$ cat config.mk
export PLATFORM = sky130hd
export DESIGN_NAME = card_byte_fifo_engine
export DESIGN_NICKNAME = d
export VERILOG_FILES = /design/src/rtl/cbf_pkg.sv /design/src/rtl/cbf_byte_fifo.sv /design/src/rtl/cbf_lane_pack.sv /design/src/rtl/cbf_xfer_ctrl.sv /design/src/rtl/card_byte_fifo_engine.sv
export SDC_FILE = /design/constraint.sdc
export NUM_CORES = 2
export LEC_CHECK = 0
export ABC_AREA = 1
export BUFFER_PORTS_ARGS = -buffer_cell sky130_fd_sc_hd__buf_4
export CORE_AREA = 4 4 389 391
export DETAILED_ROUTE_END_ITERATION = 7
export DIE_AREA = 0 0 393 395
export PLACE_DENSITY = 0.48
export SYNTH_ARGS = -nofsm -noshare
export SYNTH_HDL_FRONTEND = slang
export SYNTH_SLANG_ARGS = --single-unit
$ cat constraint.sdc
create_clock -name clk_i -period 4.7 [get_ports clk_i]
set_input_delay 0.235 -clock clk_i [delete_from_list [all_inputs] [get_ports clk_i]]
set_output_delay 0.235 -clock clk_i [all_outputs]
set_load 0.02 [all_outputs]
$ cat src/rtl/cbf_pkg.sv
package cbf_pkg;
  localparam int CPU_LANES = 4;

  typedef enum logic [1:0] {
    SZ_1B  = 2'd0,
    SZ_2B  = 2'd1,
    SZ_4B  = 2'd2,
    SZ_4BX = 2'd3
  } cpu_size_e;

  function automatic logic [2:0] size_nbytes(input logic [1:0] sz);
    case (cpu_size_e'(sz))
      SZ_1B:   size_nbytes = 3'd1;
      SZ_2B:   size_nbytes = 3'd2;
      default: size_nbytes = 3'd4;
    endcase
  endfunction
endpackage

$ cat src/rtl/cbf_byte_fifo.sv
module cbf_byte_fifo #(
  parameter int DEPTH = 32,
  parameter int LANES = 4,
  localparam int PW = $clog2(DEPTH),
  localparam int CW = PW + 1,
  localparam int NW = $clog2(LANES + 1)
) (
  input  logic                  clk_i,
  input  logic                  rst_ni,
  input  logic                  clear_i,
  input  logic                  flush_i,
  input  logic [NW-1:0]         push_req_i,
  input  logic [LANES-1:0][7:0] push_data_i,
  input  logic [NW-1:0]         pop_req_i,
  output logic [LANES-1:0][7:0] head_o,
  output logic [CW-1:0]         count_o
);
  logic [7:0]    mem [DEPTH];
  logic [PW-1:0] wr_ptr, rd_ptr;
  logic [CW-1:0] count_q, free, push_w, pop_w, push_take, pop_take;
  logic          hold;

  assign hold   = clear_i | flush_i;
  assign push_w = CW'(push_req_i);
  assign pop_w  = CW'(pop_req_i);
  assign free   = CW'(DEPTH) - count_q;

  always_comb begin
    push_take = (push_w > free) ? free : push_w;
    pop_take  = (pop_w > count_q) ? count_q : pop_w;
  end

  always_ff @(posedge clk_i) begin
    for (int i = 0; i < LANES; i++) begin
      if (!hold && (CW'(i) < push_take)) mem[wr_ptr + PW'(i)] <= push_data_i[i];
    end
  end

  always_ff @(posedge clk_i or negedge rst_ni) begin
    if (!rst_ni) begin
      wr_ptr  <= '0;
      rd_ptr  <= '0;
      count_q <= '0;
    end else if (clear_i) begin
      wr_ptr  <= '0;
      rd_ptr  <= '0;
      count_q <= '0;
    end else if (flush_i) begin
      // drop contents and move to the other half of the ring
      rd_ptr  <= rd_ptr + PW'(DEPTH / 2);
      wr_ptr  <= rd_ptr + PW'(DEPTH / 2);
      count_q <= '0;
    end else begin
      wr_ptr  <= wr_ptr + PW'(push_take);
      rd_ptr  <= rd_ptr + PW'(pop_take);
      count_q <= count_q + push_take - pop_take;
    end
  end

  always_comb begin
    for (int i = 0; i < LANES; i++) head_o[i] = mem[rd_ptr + PW'(i)];
  end

  assign count_o = count_q;
endmodule

$ cat src/rtl/cbf_lane_pack.sv
module cbf_lane_pack
  import cbf_pkg::*;
#(
  parameter int CW = 6,
  localparam int LANES = CPU_LANES,
  localparam int NW = $clog2(LANES + 1)
) (
  input  logic [1:0]            size_i,
  input  logic [8*LANES-1:0]    wdata_i,
  input  logic [LANES-1:0][7:0] head_i,
  input  logic [CW-1:0]         avail_i,
  output logic [NW-1:0]         n_o,
  output logic [LANES-1:0][7:0] wbytes_o,
  output logic [8*LANES-1:0]    rdata_o
);
  int n;

  assign n_o = NW'(size_nbytes(size_i));
  assign n   = int'(n_o);

  always_comb begin
    wbytes_o = '0;
    rdata_o  = '0;
    for (int i = 0; i < LANES; i++) begin
      if (i < n) begin
        wbytes_o[i] = wdata_i[8*(n-1-i) +: 8];
        if (i < int'(avail_i)) rdata_o[8*(n-1-i) +: 8] = head_i[i];
      end
    end
  end
endmodule

$ cat src/rtl/cbf_xfer_ctrl.sv
module cbf_xfer_ctrl #(
  parameter int NBLK_W = 16,
  parameter int BLEN_W = 12,
  localparam int LEFT_W = NBLK_W + BLEN_W
) (
  input  logic              clk_i,
  input  logic              rst_ni,
  input  logic              start_i,
  input  logic              abort_i,
  input  logic              write_i,
  input  logic [NBLK_W-1:0] nblk_i,
  input  logic [BLEN_W-1:0] blen_i,
  input  logic              beat_i,
  input  logic              rx_beat_i,
  input  logic              rx_pop_i,
  input  logic              tx_push_i,
  input  logic              tx_empty_i,
  output logic              active_o,
  output logic              dir_wr_o,
  output logic [LEFT_W-1:0] left_o,
  output logic              tx_req_o,
  output logic              rx_req_o,
  output logic              data_done_o,
  output logic              prog_done_o
);
  logic              active_q, dir_q, tx_req_q, rx_req_q, dd_q, pd_q;
  logic [LEFT_W-1:0] left_q;
  logic              left_nz;

  assign left_nz = |left_q;

  always_ff @(posedge clk_i or negedge rst_ni) begin
    if (!rst_ni) begin
      active_q <= 1'b0;
      dir_q    <= 1'b0;
      left_q   <= '0;
      dd_q     <= 1'b0;
      pd_q     <= 1'b0;
    end else if (abort_i) begin
      active_q <= 1'b0;
    end else if (start_i) begin
      active_q <= 1'b1;
      dir_q    <= write_i;
      left_q   <= LEFT_W'(nblk_i) * LEFT_W'(blen_i);
      dd_q     <= 1'b0;
      pd_q     <= 1'b0;
    end else if (active_q) begin
      if (!left_nz) begin
        active_q <= 1'b0;
        dd_q     <= 1'b1;
        pd_q     <= dir_q;
      end else if (beat_i) begin
        left_q <= left_q - LEFT_W'(1);
      end
    end
  end

  always_ff @(posedge clk_i or negedge rst_ni) begin
    if (!rst_ni) begin
      tx_req_q <= 1'b0;
      rx_req_q <= 1'b0;
    end else if (start_i && !abort_i) begin
      tx_req_q <= 1'b0;
      rx_req_q <= 1'b0;
    end else begin
      if (tx_push_i) tx_req_q <= 1'b0;
      else if (active_q && dir_q && left_nz && tx_empty_i) tx_req_q <= 1'b1;
      if (rx_beat_i) rx_req_q <= 1'b1;
      else if (rx_pop_i) rx_req_q <= 1'b0;
    end
  end

  assign active_o    = active_q;
  assign dir_wr_o    = dir_q;
  assign left_o      = left_q;
  assign tx_req_o    = tx_req_q;
  assign rx_req_o    = rx_req_q;
  assign data_done_o = dd_q;
  assign prog_done_o = pd_q;
endmodule

$ cat src/rtl/card_byte_fifo_engine.sv
module card_byte_fifo_engine
  import cbf_pkg::*;
#(
  parameter int DEPTH  = 32,
  parameter int NBLK_W = 16,
  parameter int BLEN_W = 12,
  localparam int PW     = $clog2(DEPTH),
  localparam int CW     = PW + 1,
  localparam int NW     = $clog2(CPU_LANES + 1),
  localparam int DW     = 8 * CPU_LANES,
  localparam int LEFT_W = NBLK_W + BLEN_W
) (
  input  logic              clk_i,
  input  logic              rst_ni,
  input  logic              start_i,
  input  logic              abort_i,
  input  logic              write_i,
  input  logic [NBLK_W-1:0] nblk_i,
  input  logic [BLEN_W-1:0] blen_i,
  input  logic [1:0]        cpu_size_i,
  input  logic              cpu_tx_push_i,
  input  logic [DW-1:0]     cpu_wdata_i,
  input  logic              cpu_rx_pop_i,
  output logic [DW-1:0]     cpu_rdata_o,
  input  logic              flush_i,
  output logic              card_tx_valid_o,
  output logic [7:0]        card_tx_data_o,
  input  logic              card_tx_ready_i,
  input  logic              card_rx_valid_i,
  input  logic [7:0]        card_rx_data_i,
  output logic              card_rx_ready_o,
  output logic              active_o,
  output logic              tx_req_o,
  output logic              rx_req_o,
  output logic              data_done_o,
  output logic              prog_done_o
);
  logic [CW-1:0]               tx_count, rx_count;
  logic [CPU_LANES-1:0][7:0]   tx_head, rx_head, wbytes, rx_push_bytes;
  logic [NW-1:0]               acc_n, tx_push_n, tx_pop_n, rx_push_n, rx_pop_n;
  logic [DW-1:0]               rdata_next, rdata_q;
  logic [LEFT_W-1:0]           bytes_left;
  logic                        dir_wr, left_nz, tx_hs, rx_hs, clear;

  assign clear   = start_i & ~abort_i;
  assign left_nz = |bytes_left;

  assign card_tx_valid_o = active_o & dir_wr & left_nz & (tx_count != '0);
  assign card_tx_data_o  = tx_head[0];
  assign card_rx_ready_o = active_o & ~dir_wr & left_nz & (rx_count < CW'(DEPTH));

  assign tx_hs = card_tx_valid_o & card_tx_ready_i;
  assign rx_hs = card_rx_ready_o & card_rx_valid_i;

  assign tx_push_n = cpu_tx_push_i ? acc_n : '0;
  assign tx_pop_n  = tx_hs ? NW'(1) : '0;
  assign rx_push_n = rx_hs ? NW'(1) : '0;
  assign rx_pop_n  = cpu_rx_pop_i ? acc_n : '0;

  always_comb begin
    rx_push_bytes    = '0;
    rx_push_bytes[0] = card_rx_data_i;
  end

  cbf_lane_pack #(.CW(CW)) u_pack (
    .size_i  (cpu_size_i),
    .wdata_i (cpu_wdata_i),
    .head_i  (rx_head),
    .avail_i (rx_count),
    .n_o     (acc_n),
    .wbytes_o(wbytes),
    .rdata_o (rdata_next)
  );

  cbf_byte_fifo #(.DEPTH(DEPTH), .LANES(CPU_LANES)) u_tx_fifo (
    .clk_i      (clk_i),
    .rst_ni     (rst_ni),
    .clear_i    (clear),
    .flush_i    (flush_i),
    .push_req_i (tx_push_n),
    .push_data_i(wbytes),
    .pop_req_i  (tx_pop_n),
    .head_o     (tx_head),
    .count_o    (tx_count)
  );

  cbf_byte_fifo #(.DEPTH(DEPTH), .LANES(CPU_LANES)) u_rx_fifo (
    .clk_i      (clk_i),
    .rst_ni     (rst_ni),
    .clear_i    (clear),
    .flush_i    (1'b0),
    .push_req_i (rx_push_n),
    .push_data_i(rx_push_bytes),
    .pop_req_i  (rx_pop_n),
    .head_o     (rx_head),
    .count_o    (rx_count)
  );

  cbf_xfer_ctrl #(.NBLK_W(NBLK_W), .BLEN_W(BLEN_W)) u_ctrl (
    .clk_i      (clk_i),
    .rst_ni     (rst_ni),
    .start_i    (start_i),
    .abort_i    (abort_i),
    .write_i    (write_i),
    .nblk_i     (nblk_i),
    .blen_i     (blen_i),
    .beat_i     (tx_hs | rx_hs),
    .rx_beat_i  (rx_hs),
    .rx_pop_i   (cpu_rx_pop_i),
    .tx_push_i  (cpu_tx_push_i),
    .tx_empty_i (tx_count == '0),
    .active_o   (active_o),
    .dir_wr_o   (dir_wr),
    .left_o     (bytes_left),
    .tx_req_o   (tx_req_o),
    .rx_req_o   (rx_req_o),
    .data_done_o(data_done_o),
    .prog_done_o(prog_done_o)
  );

  always_ff @(posedge clk_i or negedge rst_ni) begin
    if (!rst_ni) rdata_q <= '0;
    else if (cpu_rx_pop_i) rdata_q <= rdata_next;
  end

  assign cpu_rdata_o = rdata_q;
endmodule

==> impl_metrics.xml <==
<?xml version="1.0" encoding="UTF-8"?>
<metrics>
  <group name="logic_synthesis">
    <metric name="postSynthAreaPerCell" unit="um^2">6.93</metric>
    <metric name="ys_ff_latch" unit="">610</metric>
    <metric name="syn-cell-area" unit="mm^2">0.0515</metric>
    <metric name="synth.most_common_cell" unit="">sky130_fd_sc_hd__nand2_1</metric>
    <metric name="synth_top_flop_cell" unit="">sky130_fd_sc_hd__edfxtp_1</metric>
    <metric name="synthTopCellsByCount" unit="">2653 x sky130_fd_sc_hd__nand2_1, 682 x sky130_fd_sc_hd__nor2_1, 587 x sky130_fd_sc_hd__inv_1</metric>
    <metric name="synth_top_cell_by_area" unit="">sky130_fd_sc_hd__edfxtp_1</metric>
    <metric name="synth_enable_flop_cells" unit="">512</metric>
    <metric name="synth.distinct_cells" unit="">59</metric>
    <metric name="syn_inst" unit="">7442</metric>
    <metric name="ys_top_cells_by_area" unit="">sky130_fd_sc_hd__edfxtp_1 30%, sky130_fd_sc_hd__nand2_1 19%, sky130_fd_sc_hd__fa_1 5.9%, sky130_fd_sc_hd__nand3_1 5.6%, sky130_fd_sc_hd__o21ai_0 5.4%</metric>
    <metric name="yosysWarnings" unit="">0</metric>
    <metric name="yosysSeqAreaShare" unit="%">34.6</metric>
    <metric name="asyncSetResetFlopFracSynth" unit="%">16.1</metric>
    <metric name="synth_top_area_share" unit="%">29.8</metric>
  </group>
  <group name="cells_and_area">
    <metric name="layout.nets" unit="">7862</metric>
    <metric name="seq_area" unit="mm^2">0.0178</metric>
    <metric name="post_route_cells_drive_above_1_share" unit="%">9.90</metric>
    <metric name="multi_input_comb_area" unit="mm^2">0.0297</metric>
    <metric name="num-fill-cells" unit="">15477</metric>
    <metric name="syn2layout_area_growth" unit="%">13.7</metric>
    <metric name="final_cell_area" unit="mm^2">0.0586</metric>
  </group>
  <group name="worst_setup_path">
    <metric name="critical_path.cell_chain" unit="">inv_4 &gt; buf_12 &gt; nor2_1 &gt; o221ai_1 &gt; nand3_1 &gt; o21ai_0 &gt; nor2_1 &gt; a31oi_1 &gt; buf_4</metric>
    <metric name="crit_path_top_delay_cell" unit="">sky130_fd_sc_hd__dfrtp_4</metric>
    <metric name="setup.worst_path.class" unit="">flop to output port</metric>
    <metric name="critical_path.max_fanout" unit="">49</metric>
    <metric name="critPathMostFrequentCell" unit="">sky130_fd_sc_hd__nor2_1</metric>
    <metric name="arrival" unit="ns">4.09</metric>
    <metric name="endpoint_kind" unit="">output port</metric>
    <metric name="setup.worst_path.start_class" unit="">flop</metric>
    <metric name="critical_path.max_stage_delay" unit="ns">0.66</metric>
    <metric name="reg2reg_slack" unit="ns">0.39</metric>
    <metric name="cp.required" unit="ns">4.47</metric>
  </group>
  <group name="placement">
    <metric name="gpl.final_weighted_congestion" unit="">0.961</metric>
    <metric name="dpl-instance-area" unit="mm^2">0.0559</metric>
    <metric name="port-buffer-count" unit="">126</metric>
    <metric name="hpwl" unit="um">162000</metric>
  </group>
  <group name="power">
    <metric name="power.internal" unit="W">0.0169</metric>
    <metric name="power_leakage" unit="nW">27.2</metric>
    <metric name="power_per_cell_area" unit="mW/mm^2">606</metric>
    <metric name="vdd.ir_drop.worst" unit="mV">0.879</metric>
    <metric name="pwr-share-comb" unit="%">62.3</metric>
    <metric name="pwr-share-clk" unit="%">17.5</metric>
    <metric name="power.switching_fraction" unit="%">52.5</metric>
    <metric name="power.sequential.fraction" unit="%">20.2</metric>
    <metric name="p_sw" unit="W">0.0187</metric>
  </group>
  <group name="floorplan">
    <metric name="ioPinCount" unit="">127</metric>
    <metric name="start_util" unit="%">34.9</metric>
    <metric name="die_w" unit="um">393</metric>
    <metric name="floorplan.core_area" unit="mm^2">0.147</metric>
    <metric name="chipHeight" unit="um">395</metric>
    <metric name="fp.dieArea" unit="mm^2">0.155</metric>
    <metric name="std_cell_rows" unit="">141</metric>
  </group>
  <group name="route">
    <metric name="route.detailed.wl_per_inst" unit="um">24.3</metric>
    <metric name="drtIter0Drc" unit="">6141</metric>
    <metric name="remaining_drc_errors" unit="">0</metric>
    <metric name="route.detailed.vias_per_inst" unit="">5.59</metric>
    <metric name="route.vias.total" unit="">53177</metric>
    <metric name="route.antenna.remaining_nets" unit="">0</metric>
    <metric name="drtPass1Iterations" unit="">6</metric>
    <metric name="postRouteWirelength" unit="um">231000</metric>
  </group>
  <group name="global_routing">
    <metric name="grt_first_pass_wirelength" unit="um">336000</metric>
    <metric name="grt_overflow" unit="">0</metric>
    <metric name="grt_start_max_net_pins" unit="">221</metric>
    <metric name="groute.usage.overall" unit="%">29.0</metric>
    <metric name="antenna_violations_before_repair" unit="">10</metric>
    <metric name="first_global_vias" unit="">49544</metric>
  </group>
  <group name="timing">
    <metric name="max_freq" unit="MHz">231</metric>
    <metric name="worst_case_headroom_to_the_max_slew_limit" unit="%">22.0</metric>
    <metric name="period_share" unit="%">91.9</metric>
    <metric name="finalSetupViolCount" unit="">0</metric>
    <metric name="setup_total_negative_slack" unit="ns">0</metric>
    <metric name="fin_crit" unit="ns">4.32</metric>
    <metric name="rsz0062_at_grt" unit="">false</metric>
    <metric name="skew" unit="ns">0.0464</metric>
    <metric name="maxSlewViolCount" unit="">0</metric>
    <metric name="timing.final.hold_violations" unit="">0</metric>
    <metric name="tightest_slew" unit="ns">1.16</metric>
  </group>
  <group name="clock_tree">
    <metric name="post_cts.resized_instances" unit="">0</metric>
    <metric name="cts.root.buffer_cell" unit="">sky130_fd_sc_hd__clkbuf_16</metric>
    <metric name="cts_sinks" unit="">610</metric>
    <metric name="clkTransAtPathRegs" unit="ns">0.06</metric>
    <metric name="tritoncts_clock_tree" unit="">built</metric>
    <metric name="post-cts-setup-buffers" unit="">0</metric>
    <metric name="worstSkewPairLatency" unit="ns">0.72</metric>
    <metric name="max-clock-path-buffers" unit="">3</metric>
    <metric name="htree_levels" unit="">3</metric>
    <metric name="cts_buffers" unit="">77</metric>
  </group>
  <group name="run_status">
    <metric name="run_status" unit="">completed</metric>
  </group>
  <group name="job">
    <metric name="drv.max_cap_violation_count" unit="">0</metric>
  </group>
  <group name="min_path">
    <metric name="hold_class" unit="">input port to flop</metric>
  </group>
</metrics>
## cells by family after synthesis
logic type                 after synthesis  synth area share, %
DFF                                    610                 34.6
and+or+nand+nor                       4447                 36.8
adders and majority gates              271                 8.81
buffers and inverters                 1106                 8.36
xor gates and xnor gates                33                0.575
muxes                                   11                0.214
other                                    2               0.0146
AOI/OAI and AO/OA                      962                 10.6
## flip-flops by register name, indices dropped and copies added (netlist names)
signal,flops
u_ctrl.rx_req_o,1
u_rx_fifo.rd_ptr,5
u_ctrl.left_o,28
u_tx_fifo.wr_ptr,5
u_rx_fifo.mem,256
cpu_rdata_o,32
u_tx_fifo.count_o,6
u_ctrl.prog_done_o,1
u_ctrl.dir_wr_o,1
u_rx_fifo.wr_ptr,5
u_ctrl.data_done_o,1
u_rx_fifo.count_o,6
u_tx_fifo.mem,256
u_tx_fifo.rd_ptr,5
u_ctrl.active_o,1
u_ctrl.tx_req_o,1
## final timing paths
check | startpoint | to | cells past startpoint
max | u_tx_fifo.rd_ptr[0] | card_tx_data_o[2] | 9
min | start_i | u_ctrl.data_done_o | 2
max reg2reg | u_ctrl.left_o[0] | u_rx_fifo.mem[25][7] | 16
min reg2reg | cpu_rdata_o[31] | cpu_rdata_o[31] | 2
max in group asynchronous | rst_ni | u_ctrl.left_o[12] | 3
min in group asynchronous | rst_ni | cpu_rdata_o[25] | 2
## area by class of cell
class	instances	area share (%)
clock buffer	98	3.52
antenna	4	0.0171
clock inverter	46	0.920
inverter	630	4.05
sequential	610	30.4
timing repair buffer	447	6.32
multi-input combinational	5745	50.6
tap	1930	4.12
## critical path, delay by kind of cell, from the launching register on
kind / cells / cell delay [ns]
AOI/OAI and AO/OA: 3 / 1.20
buffers and inverters: 3 / 0.97
DFF: 1 / 0.66
and+or+nand+nor: 3 / 0.45
## through the flow
step	total power (W)	utilization, %	hold slack, ns	std cells	setup WS, ns
6_report	0.0355	39.7	0.0235	9510	0.379
5_1_grt	0.0378	39.7	0.0291	9506	0.00388
3_3_place_gp	0.0289	37.9	0.410	9348	-0.320
2_1_floorplan	0.0200	-	-0.0606	7461	0.00102
3_5_place_dp	0.0289	37.9	0.402	9348	-0.330
4_1_cts	0.0352	39.7	0.00185	9506	0.369
## placed cells by master, fill, tap and decap left out, drive strengths merged, types with 11 or more instances in the layout
cell	n
nand4	337
o21ai	562
dfrtp	98
a31oi	13
a21oi	150
nand3	612
dlygate4sd3	14
xnor2	12
nor3	53
mux2i	11
clkinv	53
fa	153
inv	611
buf	433
or2	32
o221ai	52
nor2	728
conb	21
nand2	2671
o22ai	34
ha	118
o211ai	113
xor2	21
clkbuf	98
edfxtp	512
## repair_timing
| item | in CTS | in global routing |
|---|---|---|
| endpoints found under the setup margin | 0 | 0 |
| endpoints found under the hold margin | 225 | 0 |
| hold buffers | 14 | 0 |
## per-layer routing
metal | track usage, % | share of wire, % | vias to the layer above | routed length [um]
li1 | - | - | 24781 | -
met1 | 41.7 | 44 | 25428 | 102000
met2 | 42.9 | 42 | 2516 | 98100
met3 | 5.92 | 9.7 | 448 | 22400
met4 | 10.2 | 3.8 | 4 | 8860
met5 | 0 | 0.013 | - | 30
## power by group through the flow
| stage | Combinational (W) | Clock (W) | Sequential [W] |
|---|---|---|---|
| global placement | 0.0216 | 0 | 0.00725 |
| global route | 0.0240 | 0.00653 | 0.00721 |
| floorplan | 0.0130 | 0 | 0.00700 |
| finish | 0.0221 | 0.00621 | 0.00716 |
| CTS | 0.0217 | 0.00634 | 0.00714 |
| detailed placement | 0.0216 | 0 | 0.00724 |
Power figures use the tool's default switching activity.
